===== src/rtl/fluo_scan_pkg.sv =====
package fluo_scan_pkg;
  localparam int SEG_MAX      = 40;
  localparam int SEG_MIN      = 9;
  localparam int DIG_MAX      = 16;
  localparam int DIG_MIN      = 2;
  localparam int PERIOD_TICKS = 64;
  localparam int LEVELS       = 8;
  localparam int BYTE_BITS    = 8;
  localparam int REC_BYTES    = SEG_MAX / BYTE_BITS;
  localparam int MEM_BYTES    = DIG_MAX * REC_BYTES;
  localparam int FREE_SEG_MAX = SEG_MAX - DIG_MAX;
  localparam int BLANK_STEP   = PERIOD_TICKS / (2 * LEVELS);
  localparam int SEG_W        = $clog2(SEG_MAX + 1);
  localparam int DIG_W        = $clog2(DIG_MAX + 1);
  localparam int SLOT_W       = $clog2(DIG_MAX);
  localparam int TICK_W       = $clog2(PERIOD_TICKS);
  localparam int LVL_W        = $clog2(LEVELS);
  localparam int ADDR_W       = $clog2(MEM_BYTES + REC_BYTES);
  localparam int BSEL_W       = $clog2(REC_BYTES);

  typedef struct packed {
    logic              commit;
    logic              capValid;
    logic [BSEL_W-1:0] capByte;
  } scanStrobe_t;
endpackage


===== src/rtl/fluo_scan_ctrl.sv =====
module fluo_scan_ctrl
  import fluo_scan_pkg::*;
(
  input  logic              clk,
  input  logic              rstN,
  input  logic              tickEn,
  input  logic [SEG_W-1:0]  cfgSegCount,
  input  logic [DIG_W-1:0]  cfgDigCount,
  input  logic [LVL_W-1:0]  cfgLevel,
  input  logic              cfgFreeGrid,
  output logic              memRd,
  output logic [ADDR_W-1:0] memAddr,
  output scanStrobe_t       strobe,
  output logic              started,
  output logic              inKey,
  output logic              lit,
  output logic [SLOT_W-1:0] slot,
  output logic [SEG_W-1:0]  segLim,
  output logic [DIG_W-1:0]  digLim,
  output logic              freeL,
  output logic              keyIrq
);
  localparam int BL_W = TICK_W + 1;

  logic [TICK_W-1:0] tickCnt;
  logic [LVL_W-1:0]  levelL;
  logic              fetchBusy;
  logic [BSEL_W-1:0] fetchCnt;
  logic              shadowFull;
  logic              capValid;
  logic [BSEL_W-1:0] capByte;
  logic              lastDigit;
  logic              commit;
  logic [DIG_W-1:0]  nextIdx;
  logic [SEG_W-1:0]  segClamp;
  logic [SEG_W-1:0]  segEff;
  logic [DIG_W-1:0]  digClamp;
  logic [BL_W-1:0]   blankTicks;

  always_comb begin
    lastDigit = !inKey && ({1'b0, slot} == DIG_W'(digLim - 1'b1));
    nextIdx   = inKey ? '0 : ({1'b0, slot} + 1'b1);
    memRd     = fetchBusy && !lastDigit;
    memAddr   = ADDR_W'(int'(nextIdx) * REC_BYTES + int'(fetchCnt));
    commit    = started ? (tickEn && tickCnt == TICK_W'(PERIOD_TICKS - 1)) : shadowFull;

    if (cfgSegCount < SEG_W'(SEG_MIN))      segClamp = SEG_W'(SEG_MIN);
    else if (cfgSegCount > SEG_W'(SEG_MAX)) segClamp = SEG_W'(SEG_MAX);
    else                                    segClamp = cfgSegCount;
    segEff = (cfgFreeGrid && segClamp > SEG_W'(FREE_SEG_MAX)) ? SEG_W'(FREE_SEG_MAX) : segClamp;

    if (cfgDigCount < DIG_W'(DIG_MIN))      digClamp = DIG_W'(DIG_MIN);
    else if (cfgDigCount > DIG_W'(DIG_MAX)) digClamp = DIG_W'(DIG_MAX);
    else                                    digClamp = cfgDigCount;

    blankTicks = BL_W'((LEVELS - int'(levelL)) * BLANK_STEP);
    lit        = started && ({1'b0, tickCnt} >= blankTicks);

    strobe.commit   = commit;
    strobe.capValid = capValid;
    strobe.capByte  = capByte;
  end

  always_ff @(posedge clk) begin
    if (!rstN) begin
      started    <= 1'b0;
      inKey      <= 1'b1;
      slot       <= '0;
      tickCnt    <= '0;
      segLim     <= SEG_W'(SEG_MAX);
      digLim     <= DIG_W'(DIG_MAX);
      levelL     <= '0;
      freeL      <= 1'b0;
      fetchBusy  <= 1'b1;
      fetchCnt   <= '0;
      shadowFull <= 1'b0;
      capValid   <= 1'b0;
      capByte    <= '0;
      keyIrq     <= 1'b0;
    end else begin
      capValid <= memRd;
      capByte  <= fetchCnt;
      keyIrq   <= commit && started && lastDigit;
      if (commit) begin
        started    <= 1'b1;
        tickCnt    <= '0;
        fetchBusy  <= 1'b1;
        fetchCnt   <= '0;
        shadowFull <= 1'b0;
        if (inKey) begin
          inKey  <= 1'b0;
          slot   <= '0;
          segLim <= segEff;
          digLim <= digClamp;
          levelL <= cfgLevel;
          freeL  <= cfgFreeGrid;
        end else if (lastDigit) begin
          inKey <= 1'b1;
        end else begin
          slot <= slot + 1'b1;
        end
      end else begin
        if (started && tickEn) tickCnt <= tickCnt + 1'b1;
        if (fetchBusy) begin
          if (lastDigit || fetchCnt == BSEL_W'(REC_BYTES - 1)) fetchBusy <= 1'b0;
          else fetchCnt <= fetchCnt + 1'b1;
          if (lastDigit) shadowFull <= 1'b1;
        end
        if (capValid && capByte == BSEL_W'(REC_BYTES - 1)) shadowFull <= 1'b1;
      end
    end
  end
endmodule


===== src/rtl/fluo_scan_dp.sv =====
module fluo_scan_dp
  import fluo_scan_pkg::*;
(
  input  logic                 clk,
  input  logic                 rstN,
  input  scanStrobe_t          strobe,
  input  logic [BYTE_BITS-1:0] memData,
  input  logic                 lit,
  input  logic                 inKey,
  input  logic [SLOT_W-1:0]    slot,
  input  logic [SEG_W-1:0]     segLim,
  input  logic [DIG_W-1:0]     digLim,
  input  logic                 freeL,
  output logic [SEG_MAX-1:0]   segOut,
  output logic [DIG_MAX-1:0]   gridOut
);
  logic [SEG_MAX-1:0] shadowRec;
  logic [SEG_MAX-1:0] activeRec;
  logic [SEG_MAX-1:0] segMask;
  logic [DIG_MAX-1:0] gridMask;
  logic [DIG_MAX-1:0] oneHot;
  logic [DIG_MAX-1:0] freeGrid;

  always_ff @(posedge clk) begin
    if (!rstN) begin
      shadowRec <= '0;
      activeRec <= '0;
    end else begin
      for (int b = 0; b < REC_BYTES; b++) begin
        if (strobe.capValid && strobe.capByte == BSEL_W'(b))
          shadowRec[b*BYTE_BITS +: BYTE_BITS] <= memData;
      end
      if (strobe.commit) activeRec <= shadowRec;
    end
  end

  for (genvar i = 0; i < SEG_MAX; i++) begin : g_segMask
    assign segMask[i] = (SEG_W'(i) < segLim);
  end

  for (genvar d = 0; d < DIG_MAX; d++) begin : g_grid
    assign gridMask[d] = (DIG_W'(d) < digLim);
    assign oneHot[d]   = (slot == SLOT_W'(d));
  end

  always_comb begin
    freeGrid = activeRec[SEG_MAX-1 -: DIG_MAX] & gridMask;
    segOut   = (lit && !inKey) ? (activeRec & segMask) : '0;
    gridOut  = (lit && !inKey) ? (freeL ? freeGrid : oneHot) : '0;
  end
endmodule


===== src/rtl/fluo_scan.sv =====
module fluo_scan
  import fluo_scan_pkg::*;
(
  input  logic                 clk,
  input  logic                 rstN,
  input  logic                 tickEn,
  input  logic [SEG_W-1:0]     cfgSegCount,
  input  logic [DIG_W-1:0]     cfgDigCount,
  input  logic [LVL_W-1:0]     cfgLevel,
  input  logic                 cfgFreeGrid,
  output logic                 memRd,
  output logic [ADDR_W-1:0]    memAddr,
  input  logic [BYTE_BITS-1:0] memData,
  output logic [SEG_MAX-1:0]   segOut,
  output logic [DIG_MAX-1:0]   gridOut,
  output logic                 keyIrq
);
  scanStrobe_t       strobe;
  logic              started;
  logic              inKey;
  logic              lit;
  logic [SLOT_W-1:0] slot;
  logic [SEG_W-1:0]  segLim;
  logic [DIG_W-1:0]  digLim;
  logic              freeL;

  fluo_scan_ctrl u_ctrl (
    .clk(clk), .rstN(rstN), .tickEn(tickEn),
    .cfgSegCount(cfgSegCount), .cfgDigCount(cfgDigCount),
    .cfgLevel(cfgLevel), .cfgFreeGrid(cfgFreeGrid),
    .memRd(memRd), .memAddr(memAddr), .strobe(strobe),
    .started(started), .inKey(inKey), .lit(lit), .slot(slot),
    .segLim(segLim), .digLim(digLim), .freeL(freeL), .keyIrq(keyIrq)
  );

  fluo_scan_dp u_dp (
    .clk(clk), .rstN(rstN), .strobe(strobe), .memData(memData),
    .lit(lit), .inKey(inKey), .slot(slot), .segLim(segLim),
    .digLim(digLim), .freeL(freeL), .segOut(segOut), .gridOut(gridOut)
  );
endmodule


===== config.mk =====
export PLATFORM = sky130hd
export DESIGN_NAME = fluo_scan
export DESIGN_NICKNAME = d
export VERILOG_FILES = /design/src/rtl/fluo_scan_pkg.sv /design/src/rtl/fluo_scan_ctrl.sv /design/src/rtl/fluo_scan_dp.sv /design/src/rtl/fluo_scan.sv
export SDC_FILE = /design/constraint.sdc
export NUM_CORES = 1
export LEC_CHECK = 0
export BUFFER_PORTS_ARGS = -buffer_cell sky130_fd_sc_hd__buf_2
export CAP_MARGIN = 0
export CORE_MARGIN = 1.5
export CORE_UTILIZATION = 45
export CTS_BUF_LIST = sky130_fd_sc_hd__clkbuf_4 sky130_fd_sc_hd__clkbuf_8 sky130_fd_sc_hd__clkbuf_16
export DETAILED_ROUTE_END_ITERATION = 6
export GPL_TIMING_DRIVEN = 0
export PLACE_DENSITY_LB_ADDON = 0.05
export SYNTH_ARGS = -nofsm -noshare
export SYNTH_HDL_FRONTEND = slang
export SYNTH_SLANG_ARGS = --single-unit

===== constraint.sdc =====
create_clock -name clk -period 6.7 [get_ports clk]
set_input_delay 0.335 -clock clk [delete_from_list [all_inputs] [get_ports clk]]
set_output_delay 0.335 -clock clk [all_outputs]
set_load 0.05 [all_outputs]

==> impl_metrics.env, run 1 <==
export IMPL_die_h_um=118
export IMPL_antenna_found_initial=0
export IMPL_core_area_mm2=0.0131
export IMPL_outcome="completed"
export IMPL_start_util_pct=45.7
export IMPL_worst_pin_slew_ns=1.35
export IMPL_antenna_cells=0
export IMPL_wl_per_cell_um=17.4
export IMPL_gp_congestion=0.934
export IMPL_yosys_area_top_type="dfxtp_1"
export IMPL_max_slew_margin_rel_pct=9.18
export IMPL_cp_required_ns=6.36
export IMPL_maxCapViolCount=0
export IMPL_syn_inst=790
export IMPL_yosysMostFrequentCell="nand2_1"
export IMPL_ioPinCount=91
export IMPL_yosys_warnings=0
export IMPL_startpoint_type="flop"
export IMPL_dieWidth_um=118
export IMPL_rsz0062_at_grt="no"
export IMPL_clkSlewWorstSetupHoldPaths_ns=0.06
export IMPL_area_growth_pct=20.6
export IMPL_ys_seq_elements=117
export IMPL_drv_slew=0
export IMPL_hp_start="cfgLevel[0]"
export IMPL_worstSkewPairLatency_ns=0.42
export IMPL_ant_nets=0
export IMPL_htree_levels=4
export IMPL_cts_resized=0
export IMPL_cts_buffers=17
export IMPL_synthesis_area_mm2=0.00600
export IMPL_drc_errors=0
export IMPL_cts_sinks=117
export IMPL_synth_top_flop_cell="dfxtp_1"
export IMPL_async_reset_ff_share_pct=0
export IMPL_grt_pass1_wl_mm=30.0
export IMPL_peakVddDrop_mv=0.165
export IMPL_fin_crit_ns=4.14
export IMPL_io_buffers=89
export IMPL_yosysSeqAreaShare_pct=39.0
export IMPL_tritoncts="yes"
export IMPL_clock_path_buffers=2
export IMPL_fin_crit_sh_pct=61.8
export IMPL_hp_class="input pin to flop"
export IMPL_end_kind="primary output"
export IMPL_cts_root_buf="clkbuf_16"
export IMPL_core_rowCount=42
export IMPL_fin_tns_setup_ns=0
export IMPL_dr_first_iter_drc_count=448
export IMPL_grtUsageTotal_pct=27.5
export IMPL_synth_edf_count=0
export IMPL_final_layout_size_suffix_gt1_share_pct=15.4
export IMPL_drt_total_wl_mm=18.9
export IMPL_rr_startpoint="u_ctrl.digLim[1]$_SDFFE_PN0P_"
export IMPL_worstPathMaxFanout=10
export IMPL_grt_max_degree=17
export IMPL_synth_common_cells="nand2_1 (180), dfxtp_1 (117), a21oi_1 (96)"
export IMPL_avgSynthCellArea_um2=7.60
export IMPL_placed_cells_incl_taps=1055
export IMPL_hold_viol_final=0
export IMPL_postCtsSetupRepairBufs=0
export IMPL_startpoint="u_ctrl.levelL[0]$_SDFFE_PN0P_"
export IMPL_r2r_cells=9
export IMPL_dr_total_vias=5941
export IMPL_via_per_inst=5.47
export IMPL_overflow=0
export IMPL_synth_top_area_share_pct=39.0
export IMPL_drtPass1Iterations=5
export IMPL_skew_ns=0.0131
export IMPL_yosys_top_cells_area="dfxtp_1 (39%), nand2_1 (11%), a21oi_1 (8.0%)"
export IMPL_crit_arrival_ns=3.81
export IMPL_setup_violations=0
export IMPL_dieArea_mm2=0.0140
export IMPL_final_cells=1087
export IMPL_grt_pass1_vias=5683
export IMPL_timing_fmax_mhz=241
export IMPL_synth_cell_type_count=55
export IMPL_nets=953
export IMPL_syn_num_nets=845
export IMPL_holdPathStages=3
export IMPL_crit_type="flop to primary output"
export IMPL_p_leak_nw=2.83
export IMPL_ctsHoldBuffers=0
export IMPL_dp_hpwl_mm=14.3
export IMPL_p_per_area_mw_per_mm2=246
==> power by group <==
| group | switching (W) | leakage [nW] | total, W | internal (W) |
|---|---|---|---|---|
| combinational | 0.000109 | 1.60 | 0.000160 | 0.0000507 |
| clock | 0.000359 | 0.280 | 0.000879 | 0.000520 |
| sequential | 0.0000228 | 0.946 | 0.000742 | 0.000719 |
==> flip-flops by register name, indices dropped and copies added (netlist names) <==
register / count
u_dp.activeRec: 40
u_ctrl.shadowFull: 1
u_ctrl.slot: 4
u_ctrl.tickCnt: 6
u_ctrl.inKey: 1
u_ctrl.freeL: 1
u_ctrl.started: 1
u_ctrl.fetchBusy: 1
u_ctrl.segLim: 6
u_ctrl.capByte: 3
u_ctrl.levelL: 3
u_ctrl.capValid: 1
u_dp.shadowRec: 40
u_ctrl.fetchCnt: 3
u_ctrl.keyIrq: 1
u_ctrl.digLim: 5
==> logic make-up (layout without fill, tap and decap cells) <==
kind of cell,Yosys count,count (layout),synth area share [%]
AND/OR/NAND/NOR,357,357,26.2
AO/OA/AOI/OAI,180,180,18.2
flip-flops,117,117,39.0
buffers and inverters,70,191,4.63
adder cells (fa/ha/maj),29,29,6.17
XOR/XNOR,19,19,2.77
multiplexers,18,18,3.02
==> layout make-up <==
class	count	area (um2)
plain buffers	51	206
clock buffers	17	425
clock inverters	15	146
fillers	1313	5900
inverters	19	71.3
multi-input cells	603	3380
flip-flops and latches	117	2340
well taps	176	220
repair buffers	89	445
==> critical path: stages (launching register included) <==
cell and delay, ns:
dfxtp_1 0.41, inv_1 0.07, ha_1 0.27, inv_1 0.04, ha_1 0.25, a21boi_0 0.17
o21ai_0 0.13, a211oi_1 1.07, clkbuf_1 0.41, o2111a_1 0.29, buf_2 0.27
==> cells in the final DEF, fill, tap and decap left out, types with 5 or more instances in the layout <==
cell / synthesis / routed
buf_2: 9 / 98
nor3b_1: 10 / 10
nor3_1: 5 / 5
o21ai_0: 32 / 32
a21oi_1: 96 / 96
or3_1: 6 / 6
inv_1: 18 / 18
a32oi_1: 10 / 10
xnor2_1: 15 / 15
mux2i_1: 17 / 17
dfxtp_1: 117 / 117
nor2_1: 88 / 88
clkbuf_1: 39 / 39
and3_1: 16 / 16
a21o_1: 5 / 5
nand3_1: 16 / 16
and2_1: 6 / 6
nor2b_1: 12 / 12
clkbuf_16: 0 / 17
ha_1: 28 / 28
nand2_1: 180 / 180
==> routing by layer <==
metal	global-route usage, %	share of wire (%)	vias up
li1	-	-	2910
met1	38.4	47	2780
met2	41.5	43	218
met3	5.55	6.9	33
met4	11.3	2.9	0
met5	0	0	-
==> per-stage QoR <==
| stage | setup WS (ns) | util [%] | hold slack [ns] | total power [W] | area [um2] |
|---|---|---|---|---|---|
| finish | 2.56 | 55.1 | 0.165 | 0.00178 | 7240 |
| global route | 2.34 | 55.1 | 0.169 | 0.00184 | 7240 |
| CTS | 2.59 | 55.1 | 0.147 | 0.00179 | 7240 |
| detailed placement | 3.05 | 50.7 | 0.448 | 0.000916 | 6670 |
| global placement | 3.06 | 50.7 | 0.445 | 0.000912 | 6670 |
| floorplan | 3.18 | - | 0.427 | 0.000863 | 6000 |
==> path summary, 6_finish.rpt <==
kind	slack (ns)	endpoint
worst min register to register	0.45	u_dp.activeRec[23]$_SDFFE_PN0P_
worst max-delay path	2.56	segOut[35]
worst min-delay path	0.16	u_ctrl.levelL[0]$_SDFFE_PN0P_
worst max register to register	3.83	u_ctrl.slot[2]$_SDFFE_PN0P_
Power figures use the tool's default switching activity.
==> run 2: changes to the inputs <==
- clock period: 6.7 -> 3.65 ns (I/O delays scaled with it)
==> run 2 against run 1 <==
  * First-iteration DRC count shrank 5.4%
  * Via count grew 1.4%
  * Sequential share of layout area shrank 0.20 points
  * Clock skew shrank 0.00089 ns
  * Wire length grew 0.34%
  * Die area is the same
  * Combinational power grew 85%
  * Total power grew 84%
  * Count of clock-buffer cells in the layout is the same
  * Utilization grew 0.40 points
  * Critical endpoint is now memAddr[5]
  * Flip-flop and latch count is the same
==> impl_metrics.env, run 2 (synthesis results as in run 1) <==
export IMPL_outcome="completed"
export IMPL_area_growth_pct=21.5
export IMPL_cts_root_buf="clkbuf_16"
export IMPL_r2r_cells=9
export IMPL_dp_hpwl_mm=14.3
export IMPL_reg_top3="u_dp.activeRec (40), u_dp.shadowRec (40)"
export IMPL_hp_class="input pin to flop"
export IMPL_startpoint_type="flop"
export IMPL_worstPathMaxFanout=9
export IMPL_final_cells=1089
export IMPL_rr_startpoint="u_ctrl.digLim[1]$_SDFFE_PN0P_"
export IMPL_start_util_pct=45.7
export IMPL_post_route_util_pct=55.5
export IMPL_r2r_end="u_ctrl.slot[2]$_SDFFE_PN0P_"
export IMPL_p_per_area_mw_per_mm2=449
export IMPL_core_rowCount=42
export IMPL_htree_levels=4
export IMPL_clock_path_buffers=2
export IMPL_drc_errors=0
export IMPL_core_area_mm2=0.0131
export IMPL_fin_crit_ns=3.43
export IMPL_worst_slack_ns=0.220
export IMPL_overflow=0
export IMPL_end_kind="primary output"
export IMPL_fin_tns_setup_ns=0
export IMPL_ioPinCount=91
export IMPL_max_slew_margin_rel_pct=51.3
export IMPL_dieWidth_um=118
export IMPL_grt_pass1_wl_mm=30.0
export IMPL_antenna_cells=0
export IMPL_hold_viol_final=0
export IMPL_timing_fmax_mhz=292
export IMPL_fin_crit_sh_pct=94.0
export IMPL_via_per_inst=5.53
export IMPL_path_cells="ha_2 > xnor2_1 > nor2_2 > mux2_2 > ha_1 > inv_1 > fa_1 > inv_1 > a21o_1 > a21oi_1 > xnor2_1 > buf_2"
export IMPL_setup_violations=0
export IMPL_final_cell_mix="nand2_1 (180), dfxtp_1 (115), buf_2 (97)"
export IMPL_dr_first_iter_drc_count=424
export IMPL_pre_cts_slack_ns=0.150
export IMPL_grtUsageTotal_pct=27.5
export IMPL_tritoncts="yes"
export IMPL_min_to="u_ctrl.levelL[1]$_SDFFE_PN0P_"
export IMPL_internal_power_w=0.00237
export IMPL_rsz0062_at_grt="no"
export IMPL_startpoint="u_ctrl.slot[0]$_SDFFE_PN0P_"
export IMPL_dr_total_vias=6023
export IMPL_worstSkewPairLatency_ns=0.42
export IMPL_holdPathStages=3
export IMPL_drtPass1Iterations=5
export IMPL_cts_buffers=17
export IMPL_drt_total_wl_mm=18.9
export IMPL_cts_sinks=117
export IMPL_ant_nets=0
export IMPL_switching_share_pct=27.5
export IMPL_worst_pin_slew_ns=0.731
export IMPL_whs_ns=0.0210
export IMPL_crit_arrival_ns=3.25
export IMPL_placed_cells_incl_taps=1055
export IMPL_io_buffers=89
export IMPL_grt_max_degree=17
export IMPL_switching_power_w=0.000901
export IMPL_skew_ns=0.0122
export IMPL_dieArea_mm2=0.0140
export IMPL_peakVddDrop_mv=0.302
export IMPL_n_fill_cell=1307
export IMPL_clkSlewWorstSetupHoldPaths_ns=0.05
export IMPL_gp_congestion=0.934
export IMPL_p_comb_share_pct=9.1
export IMPL_maxCapViolCount=0
export IMPL_grt_pass1_vias=5677
export IMPL_crit_path_top_delay_cell="fa_1"
export IMPL_wl_per_cell_um=17.4
export IMPL_crit_type="flop to primary output"
export IMPL_final_common_cell="nand2_1"
export IMPL_r2r_setup_slack_ns=0.80
export IMPL_antenna_found_initial=0
export IMPL_critical_path_max_stage_delay_ns=0.46
export IMPL_final_layout_size_suffix_gt1_share_pct=16.3
export IMPL_hp_start="cfgLevel[1]"
export IMPL_p_leak_nw=2.85
export IMPL_cp_required_ns=3.47
export IMPL_clockPowerShare_pct=49.3
export IMPL_seq_power_share_pct=41.7
export IMPL_die_h_um=118
export IMPL_nets=955
export IMPL_drv_slew=0
## run 2: power by group through the flow
stage	clock [W]	sequential, W	combinational (W)
detailed placement	0	0.00139	0.000292
finish	0.00161	0.00136	0.000296
floorplan	0	0.00137	0.000212
global route	0.00169	0.00137	0.000332
CTS	0.00164	0.00136	0.000296
global placement	0	0.00139	0.000285
## run 2: metrics by stage
stage | instance area, um2 | total power (W)
3_5_place_dp | 6670 | 0.00168
2_1_floorplan | 6000 | 0.00158
6_report | 7290 | 0.00327
3_3_place_gp | 6670 | 0.00167
4_1_cts | 7270 | 0.00330
5_1_grt | 7290 | 0.00339
## run 2: final cells by class
class / count / area (um2) / area share, %
Sequential cell: 117 / 2340 / 32.2
Inverter: 19 / 71.3 / 0.978
Tap cell: 176 / 220 / 3.02
Clock buffer: 17 / 425 / 5.83
Clock inverter: 15 / 146 / 2.01
Multi-Input combinational cell: 603 / 3400 / 46.7
Buffer: 50 / 205 / 2.81
Timing Repair Buffer: 92 / 475 / 6.52
## run 2: how the worst max path moves through the flow
stage,depth (start not counted),slack (ns),endpoint
finish,12,0.22,memAddr[5]
global route,11,0.02,memAddr[6]
CTS,11,0.007,memAddr[6]
detailed placement,10,0.15,segOut[35]
global placement,10,0.16,segOut[35]
floorplan,10,0.28,memAddr[6]
## run 2: timing repair
action	4_1_cts	5_1_grt
endpoints found under the hold margin	2	0
setup endpoints to repair	12	16
resized for setup	3	8
buffers inserted	0	1
pin swaps	0	1
hold buffers	2	0
## run 2: critical path, delay by kind of cell, from the launching register on
family,cells,cell delay (ns)
fa+ha+maj,3,1.01
simple gates,1,0.18
compound gates,2,0.19
xor+xnor,2,0.25
buf+inv,3,0.41
flops,1,0.43
mux,1,0.35
## run 2: per-layer routing
layer | part of all wire [%] | GRT usage [%] | vias up | wire length (um)
met5 | 0 | 0 | - | 0
met4 | 2.8 | 11.7 | 0 | 524
met3 | 6.9 | 5.12 | 28 | 1310
met2 | 43 | 41.3 | 269 | 8150
met1 | 47 | 38.8 | 2813 | 8950
li1 | - | - | 2913 | -
